==> src/rtl/lcd_cmd_spi_pkg.sv <==
package lcd_cmd_spi_pkg;

    typedef enum logic [2:0] {
        ST_IDLE,
        ST_LEAD,
        ST_HI,
        ST_LO,
        ST_TRAIL
    } seq_state_t;

    typedef enum logic [1:0] {
        PH_CMD,
        PH_WR,
        PH_RD
    } phase_t;

    localparam logic [7:0] CMD_READ_ID     = 8'h04;
    localparam logic [7:0] CMD_READ_STATUS = 8'h09;

    // Half-period in system cycles, rounded up so the rate never exceeds f.
    function automatic int unsigned half_cycles(input int unsigned sys_hz,
                                                input int unsigned f_hz);
        longint unsigned num;
        longint unsigned den;
        num = longint'(sys_hz) + 2 * longint'(f_hz) - 1;
        den = 2 * longint'(f_hz);
        return int'(num / den);
    endfunction

    function automatic int unsigned min_u(input int unsigned a, input int unsigned b);
        return (a < b) ? a : b;
    endfunction

    function automatic int unsigned max_u(input int unsigned a, input int unsigned b);
        return (a > b) ? a : b;
    endfunction

    // Commands whose response is preceded by one dummy clock.
    function automatic logic has_dummy_clock(input logic [7:0] c);
        return (c == CMD_READ_ID) || (c == CMD_READ_STATUS);
    endfunction

endpackage

==> src/rtl/lcd_cmd_check.sv <==
module lcd_cmd_check
    import lcd_cmd_spi_pkg::*;
#(
    parameter int LEN_W = 12
) (
    input  logic             is_read,
    input  logic [7:0]       cmd,
    input  logic [LEN_W-1:0] len,
    output logic             reject,
    output logic             extra
);
    logic dummy;
    logic len_ok;

    always_comb begin
        dummy  = is_read && has_dummy_clock(cmd);
        len_ok = (len == LEN_W'(3)) || (len == LEN_W'(4));
        extra  = dummy;
        // zero-length read; R10: bad length on dummy-clock command
        reject = is_read && ((len == '0) || (dummy && !len_ok));
    end
endmodule

==> src/rtl/lcd_rx_align.sv <==
module lcd_rx_align (
    input  logic       clk,
    input  logic       rst,
    input  logic       clear,
    input  logic       extra,
    input  logic       stb,
    input  logic [7:0] raw,
    output logic [7:0] rd_data,
    output logic       rd_valid
);
    logic [7:0] prev;
    logic       first;
    logic       ex_q;

    always_ff @(posedge clk) begin
        if (rst) begin
            prev     <= '0;
            first    <= 1'b1;
            ex_q     <= 1'b0;
            rd_data  <= '0;
            rd_valid <= 1'b0;
        end else begin
            rd_valid <= 1'b0;
            if (clear) begin
                first <= 1'b1;
                ex_q  <= extra;
            end else if (stb) begin
                prev <= raw;
                if (!ex_q) begin
                    rd_data  <= raw;
                    rd_valid <= 1'b1;
                end else if (first) begin
                    first <= 1'b0;
                end else begin
                    rd_data  <= {prev[6:0], raw[7]};
                    rd_valid <= 1'b1;
                end
            end
        end
    end

    // the first raw byte of a realigned read produces no output
    assert_realign_skip_R8: assert property (@(posedge clk) disable iff (rst)
        (stb && !clear && ex_q && first) |=> !rd_valid);
endmodule

==> src/rtl/lcd_cmd_spi.sv <==
module lcd_cmd_spi
    import lcd_cmd_spi_pkg::*;
#(
    parameter int unsigned SYS_HZ       = 100_000_000,
    parameter int unsigned MAX_SCK_HZ   = 25_000_000,
    parameter int unsigned LIMIT_SCK_HZ = 10_000_000,
    parameter int unsigned READ_SCK_HZ  = 2_000_000,
    parameter int unsigned SHORT_MAX    = 64,
    parameter int          LEN_W        = 12
) (
    input  logic             clk,
    input  logic             rst,
    input  logic             start,
    input  logic             is_read,
    input  logic [7:0]       cmd,
    input  logic [LEN_W-1:0] len,
    input  logic [7:0]       wr_data,
    output logic             wr_take,
    output logic             busy,
    output logic             done,
    output logic             err,
    output logic [7:0]       rd_data,
    output logic             rd_valid,
    output logic             sclk,
    output logic             mosi,
    input  logic             miso,
    output logic             cs_n,
    output logic             dc
);
    localparam int unsigned FAST_H = half_cycles(SYS_HZ, MAX_SCK_HZ);
    localparam int unsigned LIM_H  = half_cycles(SYS_HZ, min_u(LIMIT_SCK_HZ, MAX_SCK_HZ));
    localparam int unsigned RD_H   = half_cycles(SYS_HZ, min_u(READ_SCK_HZ, MAX_SCK_HZ / 2));
    localparam int unsigned MAX_H  = max_u(FAST_H, max_u(LIM_H, RD_H));
    localparam int          TMR_W  = $clog2(MAX_H + 1);
    localparam logic [TMR_W-1:0] FAST_R = TMR_W'(FAST_H - 1);
    localparam logic [TMR_W-1:0] LIM_R  = TMR_W'(LIM_H - 1);
    localparam logic [TMR_W-1:0] RD_R   = TMR_W'(RD_H - 1);

    seq_state_t       state;
    phase_t           phase;
    logic [TMR_W-1:0] tmr;
    logic [TMR_W-1:0] cur_r;
    logic [TMR_W-1:0] data_r;
    logic [2:0]       bit_cnt;
    logic [LEN_W:0]   left;
    logic [7:0]       tx_sh;
    logic [7:0]       rx_sh;
    logic             sclk_q, cs_q, dc_q, rd_q, done_q, err_q;

    logic reject, extra, accept, byte_end, rx_stb;

    lcd_cmd_check #(.LEN_W(LEN_W)) u_check (
        .is_read (is_read),
        .cmd     (cmd),
        .len     (len),
        .reject  (reject),
        .extra   (extra)
    );

    assign accept   = (state == ST_IDLE) && start && !reject;
    assign byte_end = (state == ST_HI) && (tmr == '0) && (bit_cnt == 3'd0);
    assign rx_stb   = byte_end && (phase == PH_RD);
    assign wr_take  = byte_end && (left != '0) && !rd_q;

    lcd_rx_align u_align (
        .clk      (clk),
        .rst      (rst),
        .clear    (accept),
        .extra    (extra),
        .stb      (rx_stb),
        .raw      (rx_sh),
        .rd_data  (rd_data),
        .rd_valid (rd_valid)
    );

    always_ff @(posedge clk) begin
        if (rst) begin
            state   <= ST_IDLE;
            phase   <= PH_CMD;
            tmr     <= '0;
            cur_r   <= '0;
            data_r  <= '0;
            bit_cnt <= '0;
            left    <= '0;
            tx_sh   <= '0;
            rx_sh   <= '0;
            sclk_q  <= 1'b0;
            cs_q    <= 1'b1;
            dc_q    <= 1'b0;
            rd_q    <= 1'b0;
            done_q  <= 1'b0;
            err_q   <= 1'b0;
        end else begin
            done_q <= 1'b0;
            err_q  <= 1'b0;
            case (state)
                ST_IDLE: begin
                    if (start && reject) begin
                        err_q <= 1'b1;
                    end else if (start) begin
                        cs_q    <= 1'b0;
                        dc_q    <= 1'b0;
                        tx_sh   <= cmd;
                        bit_cnt <= 3'd7;
                        phase   <= PH_CMD;
                        rd_q    <= is_read;
                        left    <= (LEN_W+1)'(len) + (LEN_W+1)'(extra);
                        data_r  <= is_read ? RD_R
                                 : ((32'(len) > SHORT_MAX) ? FAST_R : LIM_R);
                        cur_r   <= is_read ? RD_R : LIM_R;
                        tmr     <= is_read ? RD_R : LIM_R;
                        state   <= ST_LEAD;
                    end
                end
                ST_LEAD, ST_LO: begin
                    if (tmr == '0) begin
                        sclk_q <= 1'b1;
                        rx_sh  <= {rx_sh[6:0], miso};
                        tmr    <= cur_r;
                        state  <= ST_HI;
                    end else begin
                        tmr <= tmr - 1'b1;
                    end
                end
                ST_HI: begin
                    if (tmr != '0) begin
                        tmr <= tmr - 1'b1;
                    end else begin
                        sclk_q <= 1'b0;
                        if (bit_cnt != 3'd0) begin
                            bit_cnt <= bit_cnt - 3'd1;
                            tx_sh   <= {tx_sh[6:0], 1'b0};
                            tmr     <= cur_r;
                            state   <= ST_LO;
                        end else if (left != '0) begin
                            left    <= left - 1'b1;
                            bit_cnt <= 3'd7;
                            tx_sh   <= rd_q ? 8'h00 : wr_data;
                            dc_q    <= !rd_q;
                            phase   <= rd_q ? PH_RD : PH_WR;
                            cur_r   <= data_r;
                            tmr     <= data_r;
                            state   <= ST_LO;
                        end else begin
                            tmr   <= cur_r;
                            state <= ST_TRAIL;
                        end
                    end
                end
                ST_TRAIL: begin
                    if (tmr == '0) begin
                        cs_q   <= 1'b1;
                        done_q <= 1'b1;
                        state  <= ST_IDLE;
                    end else begin
                        tmr <= tmr - 1'b1;
                    end
                end
                default: state <= ST_IDLE;
            endcase
        end
    end

    assign busy = (state != ST_IDLE);
    assign done = done_q;
    assign err  = err_q;
    assign sclk = sclk_q;
    assign mosi = tx_sh[7];
    assign cs_n = cs_q;
    assign dc   = dc_q;

    assert_cmd_dc_low_R1: assert property (@(posedge clk) disable iff (rst)
        (!cs_n && phase == PH_CMD) |-> !dc);

    assert_mosi_hold_R3: assert property (@(posedge clk) disable iff (rst)
        (sclk && $past(sclk)) |-> $stable(mosi));

    assert_idle_lines_R4: assert property (@(posedge clk) disable iff (rst)
        !busy |-> (cs_n && !sclk));

    assert_reject_quiet_R9: assert property (@(posedge clk) disable iff (rst)
        err |-> (cs_n && !busy));

    assert_rdvalid_read_R7: assert property (@(posedge clk) disable iff (rst)
        rd_valid |-> rd_q);

    assert_busy_ignore_R11: assert property (@(posedge clk) disable iff (rst)
        (busy && start) |=> (rd_q == $past(rd_q)));
endmodule

==> config.mk <==
export PLATFORM = sky130hd
export DESIGN_NAME = lcd_cmd_spi
export DESIGN_NICKNAME = d
export VERILOG_FILES = /design/src/rtl/lcd_cmd_spi_pkg.sv /design/src/rtl/lcd_cmd_check.sv /design/src/rtl/lcd_rx_align.sv /design/src/rtl/lcd_cmd_spi.sv
export SDC_FILE = /design/constraint.sdc
export NUM_CORES = 1
export LEC_CHECK = 0
export BUFFER_PORTS_ARGS = -buffer_cell sky130_fd_sc_hd__clkbuf_2
export CELL_PAD_IN_SITES_DETAIL_PLACEMENT = 0
export CELL_PAD_IN_SITES_GLOBAL_PLACEMENT = 2
export CORE_MARGIN = 2
export CORE_UTILIZATION = 37
export DETAILED_ROUTE_END_ITERATION = 8
export PLACE_DENSITY_LB_ADDON = 0.12
export REMOVE_ABC_BUFFERS = 1
export SLEW_MARGIN = 20
export SYNTH_ARGS = -nofsm -noshare
export SYNTH_HDL_FRONTEND = slang
export SYNTH_SLANG_ARGS = --single-unit
==> constraint.sdc <==
create_clock -name clk -period 5.77 [get_ports clk]
set_clock_uncertainty 0.2 [all_clocks]
set_input_delay 0.577 -clock clk [delete_from_list [all_inputs] [get_ports clk]]
set_output_delay 0.577 -clock clk [all_outputs]
set_load 0.02 [all_outputs]
* After elaboration in Yosys (flattened, before gate mapping) *
Index checks and enable logic that the tools add are counted.

storage, ports and cells
  register bits after elaboration = 76
  input bits = 33
  output and inout port bits = 17

cells by class
  add/sub/neg operators = 4
  magnitude comparators = 1
  equality and inequality tests = 19
  muxes and demuxes = 63
  bitwise logic cells = 5
  reductions and logical operators = 46

operator list
  kind                   number
  $mux 13                5
  $mux 8                 8
  $mux 5                 10
  $mux 3                 13
  $pmux 13 s2            1
  $pmux 5 s4             1
  $ne 2x2->1 const B     8
  $pmux 8 s2             1
  $add 12x1->13          1
  $reduce_bool 13->1     1
  $sub 13x1->13 const B  1
  $eq 12x2->1 const B    1
  $eq 12x3->1 const B    1
  $gt 12x7->1 const B    1
  $logic_not 12->1       1
  $mux 2                 6
  $pmux 3 s4             1
  $reduce_and 4->1       3
  $logic_and 1x1->1      11
  $mux 1                 11
  $pmux 5 s2             1
  $reduce_and 5->1       2
  $reduce_and 3->1       3
  $eq 8x3->1 const B     1
  25 further kinds       45

* Depth between registers and ports, before layout *
Gate-level depths: netlist (run 1).

  depth after elaboration = 10
  mapped depth = 11
  gate-level depth less buffers = 11

* Cells and area by module *
Synthesis (run 1) repeated with hierarchy kept, for this count alone.

second synthesis, totals
  cell total of the unflattened synthesis = 516
  area, all modules = 4130.2 um^2

modules (own cells, without submodules)
  module         times used  cells each  area an instance (um^2)  sequential area each (um^2)
  lcd_cmd_spi    1           425         3279.4                   1081.0
  lcd_rx_align   1           77          744.5                    360.3
  lcd_cmd_check  1           14          106.4                    0.0

* Worst setup path before layout (run 1) *
No wires, ideal clock.

  kind = input port to flip-flop
  start = input cmd[5]
  end = register left[10]
  setup time = 0.088 ns
  arrival = 2.450 ns
  data required time = 5.482 ns
  slack = 3.032 ns
  cell stages on the path = 11
  path buffers = 0
  path through = nor4_1 > o2111ai_1 > inv_1 > ha_1 > ha_1 > nand3_1 > nor2_1 > and3_1 > xor2_1 > o21ai_1 > o32ai_2

on the way
  word-level cells in the longest chain between the ends = 9
  elaborated cells between the ends (all ways) = 14

RTL lines
  element                                                RTL line               RTL
  start: declaration                                     lcd_cmd_spi.sv:15      input logic [7:0] cmd,
  $eq 8x3->1 or $eq 8x4->1 (tied branches)               lcd_cmd_spi_pkg.sv:40  return (c == CMD_READ_ID) || (c == CMD_READ_STATUS);
  $logic_or 1x1->1 (*)                                   lcd_cmd_spi_pkg.sv:40
  $logic_and 1x1->1 (*)                                  lcd_cmd_check.sv:16    dummy = is_read && has_dummy_clock(cmd);
  via extra                                              lcd_cmd_spi.sv:50      logic reject, extra, accept, byte_end, rx_stb;
  branches (longest 6 deep; another with $add 12x1->13)  n/a
  end signal: assignment                                 lcd_cmd_spi.sv:107     left <= (LEN_W+1)'(len) + (LEN_W+1)'(extra);
  end signal: assignment                                 lcd_cmd_spi.sv:136     left <= left - 1'b1;
  end: declaration                                       lcd_cmd_spi.sv:45      logic [LEN_W:0] left;

Mark *: on every way through the listed nets, which the timed path passes. The select of a mux whose other input is x is not followed.
A chain may end at the register's enable or synchronous reset.

* Worst setup path in the final report (run 1) *
  start = register bit_cnt[0]
  end = output wr_take

on the way
  word-level cells in the longest chain between the ends = 4

RTL lines
  element                         RTL line            RTL
  start: declaration              lcd_cmd_spi.sv:44   logic [2:0] bit_cnt;
  start signal: assignment        lcd_cmd_spi.sv:131  bit_cnt <= bit_cnt - 3'd1;
  $logic_not 3->1                 lcd_cmd_spi.sv:61   assign byte_end = (state == ST_HI) && (tmr == '0) && (bit_cnt == 3'd0);
  $logic_and 1x1->1               lcd_cmd_spi.sv:61
  $logic_and 1x1->1 (2 in a row)  lcd_cmd_spi.sv:63   assign wr_take = byte_end && (left != '0) && !rd_q;
  end: declaration                lcd_cmd_spi.sv:18   output logic wr_take,

No other way between the ends.

==> impl_metrics.tcl, run 1 <==
set metrics [dict create \
    dr_total_vias 3927 \
    cts.clk_slew.worst_paths_ns 0.06 \
    synth-edff-count 0 \
    adder_and_majority_cell_fraction_of_the_synthesized_area 0.01796 \
    syn_inst 531 \
    detailed_place_hpwl_um 8118 \
    whs_ns 0.2607 \
    netlist.area_leader.share 0.3449 \
    timing.final.setup_violations 0 \
    initial_core_util 0.3822 \
    critPathArrivalTime_ns 2.65 \
    groute.usage.overall 0.2096 \
    power_switching_share 0.4251 \
    final-seq-area_um2 1441 \
    route.detailed.wl_per_inst_um 16.69 \
    min-delay-start "sclk" \
    floorplan.die.width_um 110.3 \
    drt_pass1_iterations 5 \
    vdd.ir_drop.worst_uv 182.2 \
    power_share_of_the_clock_group 0.257 \
    cap_viol_max_count 0 \
    cell_types_with_the_highest_counts_after_synthesis "73 x nor2_1, 72 x dfxtp_1, 59 x nand2_1" \
    totalNegativeSetupSlack_ns 0 \
    total_switching_power_mw 0.9301 \
    synth_top_cell_by_area "dfxtp_1" \
    numClockSinks 72 \
    synth_cell_type_count 75 \
    min_delay_path_depth 2 \
    first_global_vias 3724 \
    syn-cell-area_um2 4179 \
    finalPower_mw 2.188 \
    critical_path.reg2reg.startpoint "state[2]" \
    hp-class "reg -> reg" \
    ys_seq_area_frac 0.3449 \
    multi_input_comb_area_um2 2544 \
    filler_cell_count 1130 \
    synthFlopType "dfxtp_1" \
    gr-total-overflow 0 \
    power.internal_mw 1.258 \
    clock-root-buffer "clkbuf_16" \
    critical_path.endpoint_type "output pin" \
    area_growth_syn_to_layout_pct 14.67 \
    pin_count_of_the_biggest_net_entering_global_routing 48 \
    portBuffers 49 \
    synth_simple_gate_area_share 0.2766 \
    post-route-drc-count 0 \
    grt_setup_unrepaired "no" \
    fmaxAchievable_ghz 0.2917 \
    final_net_count 602 \
    cts-resized-gates 0 \
    drt_first_iter_violations 215 \
    timing.rr.end "left[10]" \
    post_drt_via_cell_ratio 5.547 \
    tightest_slew_ns 0.8425 \
    relSlewSlack 0.4383 \
    detail_route.wirelength_um 11820 \
    floorplan.core_area_um2 10940 \
    critPathLaunchType "register" \
    place.gp.congestion 0.7928 \
    worst-r2r-setup-slack_ns 2.66 \
    min_period_ns 3.428 \
    ios 50 \
    clkLatencyLatePin_ns 0.34 \
    power.combinational.fraction 0.439 \
    critPathMaxFanout 12 \
    post_synth_xor_area_fraction 0.02934 \
    share_of_cell_area_taken_by_muxes_after_synthesis 0.05389 \
    h_tree_level_count 3 \
    outcome "finished clean" \
    post_route_cells_drive_above_1_share 0.1690 \
    power.leakage_nw 1.829 \
    initial_antenna_violation_count 0 \
    chipHeight_um 110.3 \
    antenna_cells_inserted 0 \
    grt_pass1_wl_um 19490 \
    tritoncts "built" \
    synth.area.top_cells "dfxtp_1 34%, nor2_1 6.6%, nand2_1 5.3%" \
    postCtsHoldBufs 0 \
    cts_inserted_buffers 9 \
    floorplan.die_area_um2 12160 \
    synth_async_sr_flop_share 0 \
    worstSetupPathType "reg -> out" \
    most_frequent_cell_after_synthesis "nor2_1" \
    required_ns 4.99 \
    final_max_slew_viol_count 0 \
    timing.final.hold_violations 0 \
    power_density_over_the_cells_nw_per_um2 456.6 \
    placement_rows 38 \
    synth_top_family_by_area "simple AND/OR/NAND/NOR gates" \
    synth_compound_gate_area_share 0.2296 \
    finalCritPeriodShare 0.5941 \
    cts_post_setup_buffers_inserted 0 \
    share_seq_of_total_power 0.304 \
    cell_depth_of_the_worst_flop_to_flop_path 6 \
    yosysWarningCount 0 \
    syn_area_per_cell_um2 7.870 \
    worstHoldEndpoint "sclk" \
    antenna_violating_nets_post_route 0 \
    cts.path.max_buffers 2 \
    yosys_register_bits 72 \
]
[routing by layer]
metal  global-route usage  vias to the layer above  part of all wire
li1                     -                     1984                 -
met1               0.2799                     1860              0.48
met2               0.3396                       74              0.47
met3              0.05056                        9             0.039
met4              0.05357                        0             0.010
met5                    0                        -                 0
[how the worst max path moves through the flow]
stage	to	startpoint	cells past startpoint
finish	wr_take	bit_cnt[0]	6
detailed placement	left[10]	cmd[5]	12
global route	wr_take	bit_cnt[0]	6
floorplan	u_align.rd_data[0]	state[0]	6
CTS	wr_take	bit_cnt[0]	6
global placement	left[10]	cmd[5]	12
[worst max-delay path, cell delays in order, from the launching register on]
cell and delay (ns):
dfxtp_1 0.32, inv_1 0.08, ha_1 0.18, nor2b_1 0.63, nand2_1 0.44, nor3_1 0.42
clkbuf_2 0.24
[power groups by stage]
stage | combinational, mW | sequential, mW | clock, mW
2_1_floorplan | 0.672 | 0.664 | 0
3_3_place_gp | 0.961 | 0.672 | 0
5_1_grt | 1.07 | 0.677 | 0.602
3_5_place_dp | 0.960 | 0.673 | 0
4_1_cts | 0.964 | 0.663 | 0.581
6_report | 0.960 | 0.665 | 0.563
[sequential cells by signal, summed over array words and instances, names as in the netlist, 3 cells and up]
register / cells
tx_sh: 8
bit_cnt: 3
u_align.rd_data: 8
data_r: 3
left: 13
rx_sh: 8
cur_r: 5
state: 3
tmr: 5
u_align.prev: 7
[cells in the final DEF, fill, tap and decap left out, types with 3 or more instances in the layout]
| cell type | n |
|---|---|
| buf_4 | 5 |
| nand4_1 | 4 |
| o21ai_0 | 31 |
| nor2b_1 | 3 |
| a21oi_1 | 41 |
| nor3b_1 | 3 |
| clkbuf_2 | 49 |
| nor2_1 | 73 |
| and3_1 | 11 |
| a211oi_1 | 15 |
| o21ai_1 | 5 |
| xnor2_1 | 12 |
| a311oi_1 | 3 |
| ha_1 | 6 |
| o211ai_1 | 3 |
| o22ai_1 | 5 |
| clkbuf_16 | 9 |
| and2_1 | 8 |
| nand2_1 | 59 |
| mux2i_1 | 18 |
| inv_1 | 14 |
| or3_1 | 4 |
| nor4_1 | 5 |
| a211o_1 | 3 |
| mux2_2 | 4 |
| nand2b_1 | 3 |
| nor3_1 | 15 |
| nand3_1 | 18 |
| o32ai_1 | 3 |
| dfxtp_1 | 72 |
[layout make-up]
class / count / share of cell area
clock buffers: 10 / 0.04778
clock inverters: 6 / 0.01410
inverters: 14 / 0.01097
multi-input cells: 412 / 0.5308
flip-flops and latches: 72 / 0.3008
well taps: 140 / 0.03655
repair buffers: 54 / 0.05901
[cells by family after synthesis]
family / Yosys count
adders and majority gates: 6
xor gates and xnor gates: 14
muxes: 22
AOI/OAI and AO/OA: 141
buffers and inverters: 47
and+or+nand+nor: 229
DFF: 72
[per-stage QoR]
| step | cells | util | worst slack [ns] | area [µm²] |
|---|---|---|---|---|
| final | 708 | 0.4382 | 2.342 | 4792 |
| after floorplan | 498 | - | 1.732 | 4033 |
| after global placement | 692 | 0.4111 | 2.503 | 4496 |
| after global routing | 708 | 0.4382 | 2.106 | 4792 |
| after detailed placement | 692 | 0.4111 | 2.464 | 4496 |
| after CTS | 708 | 0.4382 | 2.366 | 4792 |
Power figures use the tool's default switching activity.
==> run 2, diff against run 1 <==
- CORE_UTILIZATION: 37 -> 31
- clock period: 5.77 -> 2.9 ns (I/O delays scaled with it)
==> run 2 against run 1 <==
Routed wire length rose by 7.0%. Sequential share of layout area fell by 1.7 points. Flip-flop and latch count did not move. Combinational power rose by 130%. Count of clock-buffer cells in the layout did not move. Setup slack got worse by 2.1 ns. Total power rose by 110%. Sequential power rose by 97%. Cell area rose by 6.0%. Register-to-register slack got worse by 2.5 ns. Final cell count rose by 8.8%. Worst hold slack got worse by 0.14 ns.
==> impl_metrics.tcl, run 2 (synthesis gave the netlist of run 1 again) <==
set metrics [dict create \
    totalNegativeSetupSlack_ns 0 \
    worst-r2r-setup-slack_ns 0.20 \
    post_drt_via_cell_ratio 5.191 \
    post_dp_cell_area_um2 4761 \
    final-seq-area_um2 1441 \
    relSlewSlack 0.5672 \
    cts_post_setup_buffers_inserted 0 \
    max_flop_register "left" \
    tritoncts "built" \
    finalCritPeriodShare 0.9311 \
    post-route-drc-count 0 \
    final_core_util 0.3852 \
    detail_route.wirelength_um 12650 \
    worstHoldEndpoint "left[12]" \
    postCtsHoldBufs 1 \
    finalInstanceArea_um2 5081 \
    worstSetupPathType "reg -> reg" \
    slowest_stage "or4b_1" \
    gr-total-overflow 0 \
    groute.usage.overall 0.1808 \
    numClockSinks 72 \
    layout.cells.most_common_list "73 x nor2_1, 72 x dfxtp_1, 59 x nand2_1" \
    filler_cell_count 1444 \
    min_delay_path_depth 3 \
    route.detailed.wl_per_inst_um 16.42 \
    cell_depth_of_the_worst_flop_to_flop_path 9 \
    vdd.ir_drop.worst_uv 332.4 \
    antenna_violating_nets_post_route 0 \
    area_growth_syn_to_layout_pct 21.59 \
    multi_input_comb_area_um2 2544 \
    cp_cell_sequence "inv_1 > ha_1 > or4b_1 > nor2_1 > o32a_1 > nand2_2 > buf_4 > o21ai_0 > a21oi_1" \
    first_global_vias 3744 \
    h_tree_level_count 3 \
    pin_count_of_the_biggest_net_entering_global_routing 44 \
    min_period_ns 2.700 \
    outcome "finished clean" \
    initial_core_util 0.3168 \
    dp_slack_ns 0.2088 \
    final_common_cell "nor2_1" \
    timing.final.hold_violations 0 \
    finalPower_mw 4.691 \
    detailed_place_hpwl_um 9248 \
    tightest_slew_ns 0.6483 \
    dr_total_vias 3997 \
    clkLatencyLatePin_ns 0.34 \
    fin_ws_ns 0.1999 \
    grt_pass1_wl_um 20160 \
    grt_setup_unrepaired "no" \
    floorplan.die.width_um 120.1 \
    ios 50 \
    drt_first_iter_violations 189 \
    critical-path-max-stage-delay_ns 0.48 \
    place.gp.congestion 0.8488 \
    critical_path.endpoint_type "register" \
    cts.path.max_buffers 2 \
    cts-resized-gates 0 \
    chipHeight_um 120.1 \
    cap_viol_max_count 0 \
    required_ns 2.93 \
    drt_pass1_iterations 4 \
    critPathArrivalTime_ns 2.73 \
    floorplan.die_area_um2 14430 \
    cts_inserted_buffers 9 \
    timing.final.setup_violations 0 \
    critPathLaunchType "register" \
    timing.rr.end "left[4]" \
    floorplan.core_area_um2 13190 \
    largest_reg_flops 13 \
    initial_antenna_violation_count 0 \
    power_density_over_the_cells_nw_per_um2 923.2 \
    critPathMaxFanout 10 \
    final_max_slew_viol_count 0 \
    hp-class "in -> reg" \
    worst_path_dominant_cell_family "simple AND/OR/NAND/NOR gates" \
    final_net_count 629 \
    cts.clk_slew.worst_paths_ns 0.06 \
    power.leakage_nw 1.977 \
    fmaxAchievable_ghz 0.3704 \
    placement_rows 42 \
    clock-root-buffer "clkbuf_16" \
    min-delay-start "len[11]" \
    post_route_cells_drive_above_1_share 0.2037 \
    antenna_cells_inserted 0 \
    portBuffers 49 \
    cp_num_buf_inv 2 \
    critical_path.reg2reg.startpoint "tmr[0]" \
]
[run 2: cell types whose count changed in the layout (fill, tap and decap cells not counted), sizes merged]
| cell | delta |
|---|---|
| buf | +26 |
| bufinv | +1 |
| clkinv | -1 |
| clkinvlp | -1 |
| dlygate4sd3 | +1 |
[run 2: per-stage QoR]
stage	hold slack, ns	cells
2_1_floorplan	0.1546	498
3_3_place_gp	0.2583	754
3_5_place_dp	0.2637	754
4_1_cts	0.1056	770
5_1_grt	0.1202	770
6_report	0.1169	770
[run 2: layer usage]
layer  GRT usage  routed length, µm  share of wire  vias up
li1            -                  -              -     2033
met1      0.2421               6122           0.48     1877
met2      0.2805               5773           0.46       66
met3     0.03517                457          0.036       21
met4     0.08162                293          0.023        0
met5           0                  0              0        -
[run 2: final cells by class]
| class | count | area share |
|---|---|---|
| Clock buffer | 10 | 0.04506 |
| Clock inverter | 5 | 0.01601 |
| Inverter | 14 | 0.01034 |
| Multi-Input combinational cell | 412 | 0.5006 |
| Sequential cell | 72 | 0.2837 |
| Tap cell | 176 | 0.04334 |
| Timing Repair Buffer | 81 | 0.1010 |
[run 2: worst max-delay path by stage]
stage | to | start | cells past startpoint
global route | left[4] | tmr[0] | 9
global placement | left[4] | tmr[0] | 9
detailed placement | left[10] | cmd[5] | 12
CTS | wr_take | left[0] | 7
finish | left[4] | tmr[0] | 9
floorplan | u_align.rd_data[0] | state[0] | 6
[run 2: power by group]
| group | switching [mW] | total (mW) | internal [mW] |
|---|---|---|---|
| Combinational | 1.29 | 2.18 | 0.888 |
| Clock | 0.452 | 1.20 | 0.750 |
| Sequential | 0.162 | 1.31 | 1.15 |
[run 2: worst register-to-register path, stage by stage, from the launching register on]
cell	delay [ns]
dfxtp_1	0.33
inv_1	0.10
ha_1	0.23
or4b_1	0.48
nor2_1	0.25
o32a_1	0.27
nand2_2	0.18
buf_4	0.21
o21ai_0	0.23
a21oi_1	0.10
